$ cat config.mk
export PLATFORM = sky130hd
export DESIGN_NAME = cardslot_ctrl_regs
export DESIGN_NICKNAME = d
export VERILOG_FILES = /design/src/rtl/cslot_pkg.sv /design/src/rtl/cslot_decode.sv /design/src/rtl/cslot_intreg.sv /design/src/rtl/cslot_readback.sv /design/src/rtl/cardslot_ctrl_regs.sv
export SDC_FILE = /design/constraint.sdc
export NUM_CORES = 1
export LEC_CHECK = 0
export ABC_AREA = 1
export BUFFER_PORTS_ARGS = -buffer_cell sky130_fd_sc_hd__clkbuf_2
export CAP_MARGIN = 10
export CORE_AREA = 5 5 49 51
export CTS_CLUSTER_SIZE = 10
export DETAILED_ROUTE_END_ITERATION = 8
export DIE_AREA = 0 0 54 56
export PLACE_DENSITY_LB_ADDON = 0.15
export SYNTH_ARGS = -nofsm -noshare
export SYNTH_HDL_FRONTEND = slang
export SYNTH_SLANG_ARGS = --single-unit
$ cat constraint.sdc
create_clock -name clk_i -period 1 [get_ports clk_i]
set_input_delay 0.15 -clock clk_i [delete_from_list [all_inputs] [get_ports clk_i]]
set_output_delay 0.15 -clock clk_i [all_outputs]
set_load 0.02 [all_outputs]
$ cat src/rtl/cslot_pkg.sv
package cslot_pkg;

    // Fixed read-only words
    localparam logic [31:0] IDENT_WORD  = 32'h4103_4003;
    localparam logic [31:0] DECODE_WORD = 32'h0000_0011;

    // Word indices; software decodes these positions
    localparam int IDX_IDENT   = 0;
    localparam int IDX_FLASH   = 1;
    localparam int IDX_INTREG  = 2;
    localparam int IDX_DECODE  = 3;
    localparam int NUM_MAPPED  = 4;

    // Bit positions inside the interrupt register
    localparam int WP_BIT   = 0;
    localparam int CARD_BIT = 3;

    typedef enum logic [2:0] {
        RG_IDENT,
        RG_FLASH,
        RG_INTREG,
        RG_DECODE,
        RG_NONE
    } region_e;

    typedef struct packed {
        logic wp;
        logic card;
    } flags_t;

endpackage

$ cat src/rtl/cslot_decode.sv
module cslot_decode
    import cslot_pkg::*;
#(
    parameter int IDX_W = 4
) (
    input  logic             req_valid,
    input  logic             req_write,
    input  logic [IDX_W-1:0] req_index,
    input  logic             wdata_card_bit,
    output region_e          region,
    output logic             rd_en,
    output logic             clr_card,
    output logic             bad_access
);

    always_comb begin
        case (int'(req_index))
            IDX_IDENT:  region = RG_IDENT;
            IDX_FLASH:  region = RG_FLASH;
            IDX_INTREG: region = RG_INTREG;
            IDX_DECODE: region = RG_DECODE;
            default:    region = RG_NONE;
        endcase
    end

    always_comb begin
        rd_en      = req_valid && !req_write;
        clr_card   = req_valid && req_write && (region == RG_INTREG) && wdata_card_bit;
        bad_access = req_valid && (region == RG_NONE);
    end

endmodule

$ cat src/rtl/cslot_intreg.sv
module cslot_intreg
    import cslot_pkg::*;
#(
    parameter int DATA_W = 32
) (
    input  logic              clk_i,
    input  logic              rst_ni,
    input  logic              wp_level,
    input  logic              card_in,
    input  logic              clr_card,
    output logic [DATA_W-1:0] intreg,
    output logic              irq
);

    flags_t flags_d, flags_q;

    always_comb begin
        flags_d      = flags_q;
        flags_d.wp   = wp_level;
        // A set from the slot wins over a software clear on the same edge
        flags_d.card = card_in | (flags_q.card & ~clr_card);
    end

    always_ff @(posedge clk_i or negedge rst_ni) begin
        if (!rst_ni) begin
            flags_q <= '0;
        end else begin
            flags_q <= flags_d;
        end
    end

    always_comb begin
        intreg           = '0;
        intreg[WP_BIT]   = flags_q.wp;
        intreg[CARD_BIT] = flags_q.card;
    end

    assign irq = flags_q.card;

endmodule

$ cat src/rtl/cslot_readback.sv
module cslot_readback
    import cslot_pkg::*;
#(
    parameter int DATA_W = 32
) (
    input  logic              clk_i,
    input  logic              rst_ni,
    input  logic              rd_en,
    input  region_e           region,
    input  logic              bad_access,
    input  logic [DATA_W-1:0] intreg,
    output logic [DATA_W-1:0] rdata,
    output logic              err
);

    typedef struct packed {
        logic [DATA_W-1:0] rdata;
        logic              err;
    } rsp_t;

    rsp_t rsp_d, rsp_q;

    always_comb begin
        rsp_d     = rsp_q;
        rsp_d.err = bad_access;
        if (rd_en) begin
            case (region)
                RG_IDENT:  rsp_d.rdata = DATA_W'(IDENT_WORD);
                RG_FLASH:  rsp_d.rdata = '0;
                RG_INTREG: rsp_d.rdata = intreg;
                RG_DECODE: rsp_d.rdata = DATA_W'(DECODE_WORD);
                default:   rsp_d.rdata = '0;
            endcase
        end
    end

    always_ff @(posedge clk_i or negedge rst_ni) begin
        if (!rst_ni) begin
            rsp_q <= '0;
        end else begin
            rsp_q <= rsp_d;
        end
    end

    assign rdata = rsp_q.rdata;
    assign err   = rsp_q.err;

endmodule

$ cat src/rtl/cardslot_ctrl_regs.sv
module cardslot_ctrl_regs
    import cslot_pkg::*;
#(
    parameter int DATA_W = 32,
    parameter int IDX_W  = 4
) (
    input  logic              clk_i,
    input  logic              rst_ni,
    input  logic              req_valid,
    input  logic              req_write,
    input  logic [IDX_W-1:0]  req_index,
    input  logic [DATA_W-1:0] req_wdata,
    output logic [DATA_W-1:0] rsp_rdata,
    output logic              rsp_err,
    input  logic              wp_level,
    input  logic              card_in,
    output logic              card_irq
);

    region_e           region;
    logic              rd_en;
    logic              clr_card;
    logic              bad_access;
    logic [DATA_W-1:0] intreg;

    cslot_decode #(.IDX_W(IDX_W)) i_decode (
        .req_valid      (req_valid),
        .req_write      (req_write),
        .req_index      (req_index),
        .wdata_card_bit (req_wdata[CARD_BIT]),
        .region         (region),
        .rd_en          (rd_en),
        .clr_card       (clr_card),
        .bad_access     (bad_access)
    );

    cslot_intreg #(.DATA_W(DATA_W)) i_intreg (
        .clk_i    (clk_i),
        .rst_ni   (rst_ni),
        .wp_level (wp_level),
        .card_in  (card_in),
        .clr_card (clr_card),
        .intreg   (intreg),
        .irq      (card_irq)
    );

    cslot_readback #(.DATA_W(DATA_W)) i_readback (
        .clk_i      (clk_i),
        .rst_ni     (rst_ni),
        .rd_en      (rd_en),
        .region     (region),
        .bad_access (bad_access),
        .intreg     (intreg),
        .rdata      (rsp_rdata),
        .err        (rsp_err)
    );

endmodule

======== Word level (Yosys, flattened, before mapping) ========
Index checks and enable logic that the tools add are counted.
storage, ports and cells
  logic and storage cells ................. 23
  input port bits ......................... 42
  output and inout port bits .............. 34
  bits in registers ....................... 35
operators by class
  bitwise logic cells ..................... 3
  muxes and demuxes ....................... 2
  reductions and logical operators ........ 8
  eq/ne operators ......................... 6
operators with widths
  cell                                                                   number
  31-bit one-hot mux with 3 select lines                                 1
  3-bit one-hot mux with 4 select lines                                  1
  4-bit by 2-bit equality test with 1-bit output, second input constant  2
  3-bit by 2-bit equality test with 1-bit output, second input constant  2
  1-bit logical AND                                                      5
  4-bit by 1-bit equality test with 1-bit output, second input constant  1
  4-bit logical NOT                                                      1
  3-bit equality test, second input constant                             1
  3-bit logical NOT                                                      1
  1-bit AND                                                              1
  1-bit logical NOT                                                      1
  1-bit inverter                                                         1
  1-bit OR                                                               1

======== Depth between registers and ports, before layout ========
  depth in word-level cells ............... 8
  mapped depth ............................ 6

======== Hierarchy ========
A second synthesis with hierarchy kept.
unflattened totals
  cells, all modules ...................... 200
  area, all modules ....................... 1786.7 um^2
modules (own cells, without submodules)
  module          cells an instance  instances  area each (um^2)
  cslot_readback  148                1          1430.1
  cslot_intreg    38                 1          301.5
  cslot_decode    14                 1          55.1

======== Least setup slack after synthesis ========
No wires, ideal clock.
  kind .................................... reg-to-output
  from .................................... reg, netlist name i_readback.rdata[24]
  to ...................................... out rsp_rdata[14]
  cell stages (with the launch flop) ...... 2
  slack ................................... 147 ps
  data required time ...................... 850 ps
  data arrival time ....................... 703 ps
  cells stage by stage .................... dfrtp_1 -> buf_4
RTL lines
  item              line                      text
  end: declaration  cardslot_ctrl_regs.sv:13  output logic [DATA_W-1:0] rsp_rdata,

==> results.md <==
- Total power: 836.8 uW
- Die footprint: 3024 sq um
- Pwr per Cell Area: 1388 nW/um^2
- Via Count: 391
- Final setup viols: 5
- CP startpoint kind: flip-flop
- Via/cell ratio: 3.430
- Final ANT Viol Nets: 0
- Final WS setup: -4.673 ps
- Avg WL per Cell: 8.439 um
- Diodes inserted: 0
- Seq/Total Area, Yosys: 0.3286
- Worst path cell trace: buf_2
- Initial antenna violation count: 0
- Placeable Area: 1902 sq um
- Multi-input gate area: 211.5 sq um
- Yosys warns: 0
- Final Hold Vio Count: 0
- Final Slew Violations: 0
- Critical Path RT: 850 ps
- Most frequent cells in the layout: conb_1, clkbuf_2, nand2_1
- Layout cells sized above 1: 0.3678
- Post-layout util: 0.3171
- Syn avg cell area: 8.076 sq um
- Worst min path class: primary input to flip-flop
- First-pass GRT wire length: 1.504 mm
- Distinct cells, synth: 14
- Fmax: 995.3 MHz
- Reg clk slew, reported paths: 50 ps
- Pre-antenna DRT Iters: 4
- Max-Cap Viols: 0
- Vias in the first global route: 376
- Total track usage: 0.07018
- Initial Utilization: 0.2803
- Max stage delay on crit path: 430 ps
- Status: finished with violations
- Worst VDD drop: 0.0004520 V
- Critical Path AT: 850 ps
- CTS tree: yes
- Post-route clock period utilization: 1.005
- GP Congestion: 0.6501
- Die width: 54 um
- Top delay family on crit path: flip-flops
- Drc violations: 0
- WL final: 962 um
- Root buf cell: clkbuf_4
- I/O Pins: 76
- #FFs+latches synth: 7
- Gr ovfl total: 0
- CTS buffer count: 3
- Cells after Synth: 66
- Layout fillers: 217
- Die span in y: 56 um
- Fin crit period: 1005 ps
- Clk sinks: 7
- Number of post-CTS setup repair buffers: 0
- Worst Clk Skew: 2.886 ps
- Clock buffer depth: 2
- CP Buf/Inv Count: 1
- Critical path class: flip-flop to output port
- Nets: 130
- PortBufs: 21
- CTS HTree Levels: 1
- Post-DP Area: 544.3 sq um
- RSZ-0062 raised after global routing: yes
- Pre-CTS setup slack: 191.5 ps
- Core Rows: 16
- Register area: 176.4 sq um
- Largest net degree at the start of global routing: 8
- Cell Area, Synth: 533.0 sq um
- Initial DRC count: 5
- Post-route cell area: 603.1 sq um
- Commonest non-fill, non-tap cell in the layout: conb_1
- Max stage delay cell, worst path: dfrtp_2
- Hold slack final: 81.25 ps
- Failing checks: negative setup slack
- Worst skew pair latency: 250 ps
- Area Overhead vs Synth: 13.15%
- Leak pwr: 0.3496 nW
- Largest fanout on the critical path: 7
- DP Wirelength: 838.3 um
- Crit end category: output port
==> repair_timing <==
item | CTS | global route
hold endpoints to repair | 8 | 0
endpoints found under the setup margin | 6 | 6
gates resized for setup | 3 | 6
cloned | 0 | 0
hold buffers | 2 | 0
pin swaps | 0 | 0
==> cell type report <==
type / instances / area share
multi-input combinational: 48 / 0.3506
sequential: 7 / 0.2925
timing repair buffer: 23 / 0.2261
tap: 27 / 0.05602
clock buffer: 4 / 0.04357
inverter: 5 / 0.03112
==> final timing paths <==
path | startpoint | endpoint | slack [ps] | cells past startpoint
setup / recovery | i_readback.rdata[24] | rsp_rdata[14] | -5 | 1
hold / removal | card_in | i_intreg.irq | 80 | 3
setup reg to reg | i_intreg.intreg[0] | i_readback.rdata[0] | 250 | 4
hold reg to reg | i_readback.rdata[4] | i_readback.rdata[4] | 480 | 2
max in group asynchronous | rst_ni | i_readback.rdata[24] | 540 | 2
min in group asynchronous | rst_ni | i_readback.rdata[0] | 280 | 2
==> cell families (layout without fill, tap and decap cells) <==
logic type,count (synthesis),count (layout),share of synthesized area
buf+inv,33,32,0.4296
flops,7,7,0.3286
simple gates,23,23,0.2113
other cells,1,23,0.007035
compound gates,2,2,0.02347
==> registers in the layout (all words and copies together), names as in the netlist <==
register / cells
i_intreg.irq: 1
i_intreg.intreg: 1
i_readback.err: 1
i_readback.rdata: 4
==> per-layer routing <==
metal  part of all wire  GRT usage  vias up
li1                   -          -      191
met1               0.27    0.05528      168
met2               0.54     0.1246       30
met3               0.18    0.05630        2
met4             0.0083    0.02135        0
met5                  0          0        -
==> stage by stage <==
stage | TNS (ps) | instances
floorplan | 0 | 88
global placement | 0 | 108
detailed placement | 0 | 108
CTS | -133.8 | 114
global route | -294.0 | 114
finish | -20.08 | 114
==> synth_stat cells (all sizes together) <==
cell	number	area share
buf	28	0.39
nand2	11	0.087
nor2	10	0.10
dfrtp	7	0.33
inv	5	0.035
conb	1	0.0070
nand3	1	0.0094
nand4	1	0.012
o21a	1	0.014
o21ai	1	0.0094
==> report_power, final <==
part           internal, mW  leakage [nW]  total (mW)  switching (mW)
sequential            0.304        0.0829       0.317          0.0132
clock                 0.152        0.0150       0.257           0.105
combinational        0.0749         0.252       0.263           0.188
(Power assumes the default switching activity.)
